$ cat src/rtl/trap_seq_pkg.sv
package trap_seq_pkg;

    typedef enum logic [2:0] {
        PH_IDLE  = 3'd0,
        PH_FETCH = 3'd1,
        PH_SAVE  = 3'd2,
        PH_GPR   = 3'd3,
        PH_LOAD  = 3'd4
    } phase_e;

    localparam int CAUSE_N     = 4;
    localparam int CC_W        = 4;
    localparam int FAULT_WORD  = 3;
    localparam int AI_FROM_MSB = 9;

    localparam int C_AUX   = 0;
    localparam int C_PRIV  = 1;
    localparam int C_ACCV  = 2;
    localparam int C_WLOCK = 3;

endpackage

$ cat src/rtl/trap_cause_decode.sv
module trap_cause_decode
    import trap_seq_pkg::*;
(
    input  logic [CAUSE_N-1:0] cause,
    output logic               valid,
    output logic [CC_W-1:0]    cc_mask,
    output logic [2:0]         pc_off,
    output logic               page_in_save
);
    always_comb begin
        valid        = 1'b1;
        cc_mask      = '0;
        pc_off       = '0;
        page_in_save = 1'b0;
        case (cause)
            4'b0001: begin cc_mask = 4'b0100; pc_off = 3'd4; end
            4'b0010: begin cc_mask = 4'b0010; pc_off = 3'd2; end
            4'b0100: begin cc_mask = 4'b0001; pc_off = 3'd1; page_in_save = 1'b1; end
            4'b1000: begin cc_mask = 4'b0011; pc_off = 3'd3; page_in_save = 1'b1; end
            default: valid = 1'b0;
        endcase
    end
endmodule

$ cat src/rtl/trap_psw_patch.sv
module trap_psw_patch
    import trap_seq_pkg::*;
#(
    parameter int WORD_W = 32,
    parameter int PC_W   = 17
) (
    input  logic [WORD_W-1:0] word_in,
    input  logic [CC_W-1:0]   cc_mask,
    input  logic [2:0]        pc_off,
    input  logic              ai,
    output logic [WORD_W-1:0] word_out
);
    localparam int CC_TOP = WORD_W - 1;

    logic [PC_W-1:0] step;
    logic [PC_W-1:0] pc_next;

    always_comb begin
        step    = ai ? PC_W'(pc_off) : '0;
        pc_next = word_in[PC_W-1:0] + step;
        word_out = word_in;
        word_out[CC_TOP -: CC_W] = word_in[CC_TOP -: CC_W] | cc_mask;
        word_out[PC_W-1:0] = pc_next;
    end

    initial begin
        assert_pc_fits_R7: assert (PC_W + CC_W <= WORD_W)
            else $error("PC field overlaps condition code");
    end
endmodule

$ cat src/rtl/trap_store_select.sv
module trap_store_select
    import trap_seq_pkg::*;
#(
    parameter int WORD_W    = 32,
    parameter int PSW_WORDS = 4,
    parameter int NGPR      = 16,
    parameter int IDX_W     = 4
) (
    input  logic                        sel_gpr,
    input  logic [IDX_W-1:0]            idx,
    input  logic [PSW_WORDS*WORD_W-1:0] old_psw,
    input  logic [WORD_W-1:0]           page,
    input  logic                        page_in_save,
    input  logic [NGPR*WORD_W-1:0]      gpr_file,
    output logic [WORD_W-1:0]           wdata
);
    localparam int PIDX_W = $clog2(PSW_WORDS);
    localparam int GIDX_W = $clog2(NGPR);

    logic [PSW_WORDS-1:0][WORD_W-1:0] save_words;
    logic [NGPR-1:0][WORD_W-1:0]      reg_words;

    assign reg_words = gpr_file;

    for (genvar i = 0; i < PSW_WORDS; i++) begin : g_save
        if (i == FAULT_WORD) begin : g_fault
            assign save_words[i] = page_in_save ? page : old_psw[i*WORD_W +: WORD_W];
        end else begin : g_plain
            assign save_words[i] = old_psw[i*WORD_W +: WORD_W];
        end
    end

    always_comb begin
        if (sel_gpr) wdata = reg_words[idx[GIDX_W-1:0]];
        else         wdata = save_words[idx[PIDX_W-1:0]];
    end
endmodule

$ cat src/rtl/trap_entry_seq.sv
module trap_entry_seq
    import trap_seq_pkg::*;
#(
    parameter int               WORD_W    = 32,
    parameter int               PSW_WORDS = 4,
    parameter int               NGPR      = 16,
    parameter int               PC_W      = 17,
    parameter int               ADDR_W    = 17,
    parameter logic [ADDR_W-1:0] VEC_ADDR  = 'h40,
    parameter logic [ADDR_W-1:0] SAVE_ADDR = 'h100,
    parameter logic [ADDR_W-1:0] GPR_ADDR  = 'h120,
    parameter logic [ADDR_W-1:0] NEW_ADDR  = 'h140
) (
    input  logic                        clk,
    input  logic                        rst_n,
    input  logic                        trap_pulse,
    input  logic [CAUSE_N-1:0]          trap_cause,
    input  logic                        vec_is_push,
    input  logic [PSW_WORDS*WORD_W-1:0] cur_psw,
    input  logic [WORD_W-1:0]           fault_page,
    input  logic [NGPR*WORD_W-1:0]      gpr_file,
    output logic                        mem_req,
    output logic                        mem_we,
    output logic [ADDR_W-1:0]           mem_addr,
    output logic [WORD_W-1:0]           mem_wdata,
    input  logic [WORD_W-1:0]           mem_rdata,
    input  logic                        mem_ack,
    output logic                        busy,
    output logic                        done,
    output logic [PSW_WORDS*WORD_W-1:0] new_psw,
    output logic [CC_W-1:0]             new_cc
);
    localparam int MAXN   = (PSW_WORDS > NGPR) ? PSW_WORDS : NGPR;
    localparam int IDX_W  = $clog2(MAXN);
    localparam int PIDX_W = $clog2(PSW_WORDS);
    localparam int AI_BIT = WORD_W - 1 - AI_FROM_MSB;
    localparam logic [IDX_W-1:0] PSW_LAST = IDX_W'(PSW_WORDS - 1);
    localparam logic [IDX_W-1:0] GPR_LAST = IDX_W'(NGPR - 1);

    typedef struct packed {
        phase_e                           phase;
        logic [CAUSE_N-1:0]               cause;
        logic [IDX_W-1:0]                 idx;
        logic                             ai;
        logic                             push;
        logic [WORD_W-1:0]                page;
        logic [PSW_WORDS-1:0][WORD_W-1:0] old_psw;
        logic [PSW_WORDS-1:0][WORD_W-1:0] new_psw;
        logic                             done;
    } seq_state_t;

    seq_state_t state_q, state_d;

    logic              held_valid;
    logic [CC_W-1:0]   cc_mask;
    logic [2:0]        pc_off;
    logic              page_in_save;
    logic [WORD_W-1:0] patched_w0;
    logic [WORD_W-1:0] store_data;
    logic              accept;

    trap_cause_decode u_decode (
        .cause        (state_q.cause),
        .valid        (held_valid),
        .cc_mask      (cc_mask),
        .pc_off       (pc_off),
        .page_in_save (page_in_save)
    );

    trap_psw_patch #(.WORD_W(WORD_W), .PC_W(PC_W)) u_patch (
        .word_in  (state_q.new_psw[0]),
        .cc_mask  (cc_mask),
        .pc_off   (pc_off),
        .ai       (state_q.ai),
        .word_out (patched_w0)
    );

    trap_store_select #(
        .WORD_W(WORD_W), .PSW_WORDS(PSW_WORDS), .NGPR(NGPR), .IDX_W(IDX_W)
    ) u_select (
        .sel_gpr      (state_q.phase == PH_GPR),
        .idx          (state_q.idx),
        .old_psw      (state_q.old_psw),
        .page         (state_q.page),
        .page_in_save (page_in_save),
        .gpr_file     (gpr_file),
        .wdata        (store_data)
    );

    assign accept = trap_pulse && ($countones(trap_cause) == 1);

    always_comb begin
        state_d      = state_q;
        state_d.done = 1'b0;
        case (state_q.phase)
            PH_IDLE: begin
                if (accept) begin
                    state_d.phase   = PH_FETCH;
                    state_d.cause   = trap_cause;
                    state_d.push    = vec_is_push;
                    state_d.page    = fault_page;
                    state_d.old_psw = cur_psw;
                    state_d.idx     = '0;
                end
            end
            PH_FETCH: begin
                if (mem_ack) begin
                    state_d.ai    = mem_rdata[AI_BIT];
                    state_d.phase = PH_SAVE;
                    state_d.idx   = '0;
                end
            end
            PH_SAVE: begin
                if (mem_ack) begin
                    if (state_q.idx == PSW_LAST) begin
                        state_d.idx   = '0;
                        state_d.phase = state_q.push ? PH_GPR : PH_LOAD;
                    end else begin
                        state_d.idx = state_q.idx + 1'b1;
                    end
                end
            end
            PH_GPR: begin
                if (mem_ack) begin
                    if (state_q.idx == GPR_LAST) begin
                        state_d.idx   = '0;
                        state_d.phase = PH_LOAD;
                    end else begin
                        state_d.idx = state_q.idx + 1'b1;
                    end
                end
            end
            PH_LOAD: begin
                if (mem_ack) begin
                    state_d.new_psw[state_q.idx[PIDX_W-1:0]] = mem_rdata;
                    if (state_q.idx == PSW_LAST) begin
                        state_d.new_psw[0] = patched_w0;
                        state_d.phase      = PH_IDLE;
                        state_d.idx        = '0;
                        state_d.done       = 1'b1;
                    end else begin
                        state_d.idx = state_q.idx + 1'b1;
                    end
                end
            end
            default: state_d.phase = PH_IDLE;
        endcase
    end

    always_ff @(posedge clk) begin
        if (!rst_n) state_q <= '0;
        else        state_q <= state_d;
    end

    always_comb begin
        mem_req   = (state_q.phase != PH_IDLE);
        mem_we    = (state_q.phase == PH_SAVE) || (state_q.phase == PH_GPR);
        mem_wdata = store_data;
        case (state_q.phase)
            PH_SAVE: mem_addr = SAVE_ADDR + ADDR_W'(state_q.idx);
            PH_GPR:  mem_addr = GPR_ADDR + ADDR_W'(state_q.idx);
            PH_LOAD: mem_addr = NEW_ADDR + ADDR_W'(state_q.idx);
            default: mem_addr = VEC_ADDR;
        endcase
    end

    assign busy    = (state_q.phase != PH_IDLE);
    assign done    = state_q.done;
    assign new_psw = state_q.new_psw;
    assign new_cc  = state_q.new_psw[0][WORD_W-1 -: CC_W];

    // Checks next to the sequencer
    assert_cause_held_R1: assert property (@(posedge clk) disable iff (!rst_n)
        busy |-> held_valid);

    assert_vector_first_R2: assert property (@(posedge clk) disable iff (!rst_n)
        $rose(busy) |-> (mem_req && !mem_we && mem_addr == VEC_ADDR));

    assert_done_single_R8: assert property (@(posedge clk) disable iff (!rst_n)
        done |=> !done);

    assert_done_idle_R8: assert property (@(posedge clk) disable iff (!rst_n)
        done |-> !busy);

    assert_result_held_R8: assert property (@(posedge clk) disable iff (!rst_n)
        (!busy && !done) |=> $stable(new_psw));

    assert_ignore_busy_R9: assert property (@(posedge clk) disable iff (!rst_n)
        (busy && trap_pulse) |=> $stable(state_q.cause));

    assert_req_stable_R10: assert property (@(posedge clk) disable iff (!rst_n)
        (mem_req && !mem_ack) |=> (mem_req && $stable(mem_addr) && $stable(mem_we)
                                   && $stable(mem_wdata)));

    assert_idle_quiet_R11: assert property (@(posedge clk) disable iff (!rst_n)
        !busy |-> !mem_req);
endmodule

$ cat config.mk
export PLATFORM = sky130hd
export DESIGN_NAME = trap_entry_seq
export DESIGN_NICKNAME = d
export VERILOG_FILES = /design/src/rtl/trap_seq_pkg.sv /design/src/rtl/trap_cause_decode.sv /design/src/rtl/trap_psw_patch.sv /design/src/rtl/trap_store_select.sv /design/src/rtl/trap_entry_seq.sv
export SDC_FILE = /design/constraint.sdc
export NUM_CORES = 1
export LEC_CHECK = 0
export BUFFER_PORTS_ARGS = -buffer_cell sky130_fd_sc_hd__clkbuf_2
export CAP_MARGIN = 15
export CORE_AREA = 4 4 351 353
export DETAILED_ROUTE_END_ITERATION = 10
export DIE_AREA = 0 0 355 357
export PLACE_DENSITY = 0.43
export SYNTH_ARGS = -nofsm -noshare
export SYNTH_HDL_FRONTEND = slang
export SYNTH_SLANG_ARGS = --single-unit
$ cat constraint.sdc
create_clock -name clk -period 4.4 [get_ports clk]
set_clock_uncertainty 0.2 [all_clocks]
set_input_delay 1.1 -clock clk [delete_from_list [all_inputs] [get_ports clk]]
set_output_delay 1.1 -clock clk [all_outputs]
set_load 0.1 [all_outputs]
Word-level counts from Yosys, hierarchy flattened
Index checks and enable logic that the tools add are counted.
Cells by class
  add/subtract/negate cells: 8
  magnitude comparators: 3
  eq/ne operators: 20
  mux-type cells: 31
  bitwise operators: 2
  reductions and logical operators: 15
Operators by type and width (number)
  2-to-1 mux 32 bit: 5
  binary-select mux 32 bit (select 4 bit): 1
  bitwise mux 128 bit: 1
  binary-select mux 32 bit (select 2 bit): 1
  demux 32 bit (select 2 bit): 1
  2-to-1 mux 33 bit: 1
  adder 9 x 4 -> 10 bit, first input constant: 3
  one-hot mux 10 bit (3 select lines): 1
  2-to-1 mux 3 bit: 9
  one-hot mux 3 bit (4 select lines): 2
  adder 17 bit: 1
  2-to-1 mux 4 bit: 4
  inequality test 2 bit, second input constant: 8
  one-hot mux 4 bit (4 select lines): 1
  one-hot mux 3 bit (5 select lines): 1
  2-to-1 mux 11 bit: 1
  equality test 4 x 2 -> 1 bit, second input constant: 2
  equality test 4 bit, second input constant: 2
  AND reduction 8 bit: 1
  equality test 3 x 1 -> 1 bit, second input constant: 2
  equality test 3 x 2 -> 1 bit, second input constant: 2
  AND reduction 2 bit: 3
  AND reduction 3 bit: 2
  less-than comparator 4 x 5 -> 1 bit, second input constant: 1
  20 further kinds: 23
Storage, ports and cells
  register bits: 302
  bits of input ports: 713
  output and inout bits: 185
  word-level logic and storage cells: 95

Longest topological paths before layout
  depth after elaboration: 7
  depth in mapped cells: 12
  mapped depth without buffers: 10

Cells and area by module
A second synthesis with hierarchy kept.
Second synthesis, totals
  cells, all modules: 2377
  area total of the unflattened synthesis: 19266.0 um^2
By module, submodules not included
  trap_entry_seq: instances 1, cells each 1561, area each 12982.5 um^2, sequential area each 6045.8 um^2
  trap_store_select: instances 1, cells each 738, area each 5674.2 um^2, sequential area each 0.0 um^2
  trap_psw_patch: instances 1, cells each 63, area each 501.7 um^2, sequential area each 0.0 um^2
  trap_cause_decode: instances 1, cells each 15, area each 107.6 um^2, sequential area each 0.0 um^2

Least setup slack after synthesis
OpenSTA, ideal clock, no wires.
  path type: register to output
  start point: register state_q[300] in the netlist's numbering
  end point: output mem_wdata[11]
  arrival: 6.123 ns
  data required time: 3.100 ns
  slack: -3.023 ns
  stages on the path, launching flop included: 8
  buffers on the path: 2
  cell sequence: dfxtp_1 -> buf_4 -> nand2b_1 -> inv_1 -> nand2_2 -> inv_1 -> buf_2 -> o311ai_0
Between the ends
  cells in the longest elaborated chain, start to end: 2
Ends and longest elaborated chain
  start: declaration: line trap_entry_seq.sv:52  | seq_state_t state_q, state_d;
  start signal: assignment: line trap_entry_seq.sv:152  | else state_q <= state_d;
  equality test 3 x 2 -> 1 bit: line trap_entry_seq.sv:81  | .sel_gpr (state_q.phase == PH_GPR),
  2-to-1 mux 32 bit: line trap_store_select.sv:34  | if (sel_gpr) wdata = reg_words[idx[GIDX_W-1:0]];
  end: declaration: line trap_entry_seq.sv:25  | output logic [WORD_W-1:0] mem_wdata,
Every way passes these cells.

Worst setup path in the final report
  start point: register state_q[291] in the netlist's numbering
  end point: output mem_wdata[2]
Between the ends
  cells in the longest elaborated chain, start to end: 3
  elaborated cells between the ends (all ways): 5
  those cells by class: mux (5)
Ends and longest elaborated chain (line)
  binary-select mux 32 bit (select 4 bit) or binary-select mux 32 bit (select 2 bit) (tied branches): trap_store_select.sv:34, trap_store_select.sv:35
  2-to-1 mux 32 bit (on tied branches): trap_store_select.sv:34, trap_store_select.sv:35
  2-to-1 mux 32 bit *: trap_store_select.sv:34
Every way passes the cells marked *; elsewhere a longest branch is shown, timed or not. The select of a mux whose other input is x is not followed.

==> results.md <==
* Drc violations at 0
* Layout area overhead at 43.6%
* Kind of critical path: reg -> out
* Vias in the first global route at just under 20,000
* Final hold vios at 0
* Most frequent cells after synthesis: nand2_1, a21oi_1, dfxtp_1
* Synth async-reset ratio at 0%
* Worst vdd ir at 0.373 mV
* CP Capture Type: output port
* Gr usage total at 17.3%
* Average via count per standard cell at between 4 and 5
* WHS Path Cells at 2
* Rel. slew slack at 43.0%
* Maximum fanout along the worst path at 15
* Initial antenna violation count at 54
* Cell with the most instances after synthesis: nand2_1
* Cell mode on critical path: buf_4
* Largest net degree at the start of global routing at about 120
* Total number of vias at just under 20,000
* CTS clk-pin slew, worst paths at 0.06 ns
* Final Instance Count excl. Fillers at 4,621
* Clk Latency, worst-skew pair at between 0.5 and 0.6 ns
* R2R Setup Slk at 1.34 ns
* Worst Setup Start Kind: flip-flop
* Biggest area consumer among synthesized cells: dfxtp_1
* Clock share of power at 39.4%
* TritonRoute pass-1 iters at 5
* Mapped Area at 17,900 sq um
* Die area at 127,000 sq um
* Routing usage on met3 at 5.73%
* CTS tree: done
* Leakage at 10.0 nW
* CP Cell Sequence: buf_4 -> nor2_1 -> buf_4 -> a22oi_1 -> nand3_1 -> o311ai_4 -> buf_12
* Post-synth EDFFs at 0
* CP arrival at 2.99 ns
* Gate Count Post-Synth at about 2,300
* Max_cap viols at 0
* WL final at between 100,000 and 150,000 um
* RSZ-0062 raised after global routing: no
* Synth cell types at 68
* Int Power at 0.00558 W
* Max Clk Rate at ~230 MHz
* Detailed placement HPWL at approximately 95,000 um
* Depth of the most critical reg-to-reg path at 11
* Post-placement cell count at 4,521
* Detailed Route Iter0 Violations at 1,380
* Tcrit/Tclk final at about 100%
* Most area-consuming cells after synthesis: dfxtp_1, nand2_1, mux2i_1, a21oi_1, buf_4
* CTS root buf: clkbuf_16
* Top_reg_cell synth: dfxtp_1
* Crit-path max cell delay at ~0.5 ns
* Total net switching power at 0.00284 W
* Final worst path period need at 4.29 ns
* Yosys reg bits at 302
* I/O pins at 898
* Chip height at 357 um
* Switching Share at 33.7%
* Met1 Resource Use GR at 22.5%
* Worst Tran Pin Value at 0.855 ns
* Core ar. at approximately 120,000 sq um
* Hold Crit Class: reg -> reg
* Worst path required time at roughly 3.1 ns
* Inserted Clock Buffers at 39
* Mapped Avg Cell Area at 7.93 sq um
* Total global routing overflow at 0
* Final setup viols at 0
* Global-route wire length before repair at 154,000 um
* Clock tree buffer depth at 3
* Sequential-to-total area share from yosys stat at 33.8%
* Reg power frac at approximately a third
* Std-Cell Rows at 127
* H-tree Lvls at 2
* Cell Pwr Density at 328 nW/um^2
* Routability congestion estimate at 0.863
* Nets at 3,690
* Most Used Layer, Global Route: met2
* Share of cells above drive strength 1 at 39.4%
* Detail Route Antenna Nets at 0
* Slowest CP cell: dfxtp_4
* Die Width at between 300 and 400 um
* Routed WL per cell at 25.0 um
* Starting Density at 14.9%
* Comb pwr share at between 20% and 30%
* GR Layer Usage met2 at 27.4%
* Outcome: complete, no violations
* Max Slew Vio Count at 0
* Top cell type's share of synthesized area at 33.8%
* Ys Warns at 0
* Setup TNS at 0 ns
* IO buf count at 887
* CTS sink count at 302
-- area by class of cell --
cell class / instances / area (sq um)
antenna: 15 / 37.5
inverter: 15 / 67.6
clock buffer: 48 / 1060
multi-input combinational: 1621 / 10300
fill: 13700 / 94100
clock inverter: 21 / 225
tap: 1612 / 2020
timing repair buffer: 987 / 5940
sequential: 302 / 6060
-- stage by stage --
stage               power (W)  utilization (%)  hold slack (ns)  setup slack (ns)  instance area (sq um)
global route          0.00878             21.4            0.268           0.00630                  25600
floorplan             0.00415                -            0.233             0.131                  18200
detailed placement    0.00516             20.1            0.243            0.0379                  24100
CTS                   0.00856             21.3            0.251            0.0150                  25600
global placement      0.00516             20.1            0.240            0.0600                  24100
finish                0.00841             21.4            0.251             0.114                  25700
-- what timing repair did --
action / 4_1_cts / 5_1_grt
resized for setup: 23 / 2
pin swaps: 5 / 3
endpoints found under the setup margin: 16 / 11
setup buffers: 7 / 9
hold buffers: 0 / 0
-- state kept, by name, indices dropped and copies added, names as in the netlist --
signal / count
new_psw: 124
done: 1
new_cc: 4
state_q: 173
-- critical path, delay by kind of cell (launching register included) --
family                 cells  cell delay [ns]
buffers and inverters      3             0.71
DFF                        1             0.51
and+or+nand+nor            2             0.53
AOI/OAI and AO/OA          2             0.66
-- layer usage --
| metal | part of all wire (%) | wire length [um] |
|---|---|---|
| met2 | 45 | 51900 |
| met4 | 2.3 | 2680 |
| met3 | 8.4 | 9650 |
| met5 | 0.23 | 264 |
| met1 | 44 | 50900 |
-- power groups by stage --
stage	Clock (W)	Sequential, W	Combinational, W
6_report	0.00331	0.00294	0.00216
2_1_floorplan	0	0.00297	0.00118
4_1_cts	0.00343	0.00294	0.00218
3_3_place_gp	0	0.00300	0.00216
3_5_place_dp	0	0.00300	0.00216
5_1_grt	0.00352	0.00295	0.00230
-- worst paths after layout --
| check | from | endpoint |
|---|---|---|
| worst max register to register | state_q[297] | new_psw[12] |
| worst min-delay path | state_q[161] | state_q[161] |
| worst min register to register | state_q[161] | state_q[161] |
| worst max-delay path | state_q[291] | mem_wdata[2] |
-- layout by cell type, fill, tap and decap left out, types with 7 or more instances in the layout --
cell       count
a22oi_1       75
buf_12        52
a31oi_1       16
clkinv_2      11
nand2b_1       7
nor3_1        22
a22oi_2        7
a2bb2oi_2     12
and2_1         9
clkbuf_2     854
o22ai_1       42
o221ai_1       9
a21o_1         9
buf_4         78
clkbuf_16     39
ha_1           9
mux2_2        17
nor2_1        30
xor2_1         8
a211o_1        8
conb_1        10
inv_1         10
o311ai_4       9
diode_2       15
mux4_2        34
dfxtp_1      299
a21oi_1      311
o21ai_0       36
nand3_2       11
mux2i_1      211
nand2_1      597
nand3_1       41
-- logic make-up (layout without fill, tap and decap cells) --
family	after synthesis	count (layout)	synth area share (%)
buffers and inverters	341	1071	11.3
multiplexers	262	262	17.2
flip-flops	302	302	33.8
other	1	25	0.0210
XOR/XNOR	10	10	0.490
adder cells (fa/ha/maj)	11	11	0.854
AND/OR/NAND/NOR	762	762	17.5
AO/OA/AOI/OAI	566	566	18.9
Power figures use the tool's default switching activity.
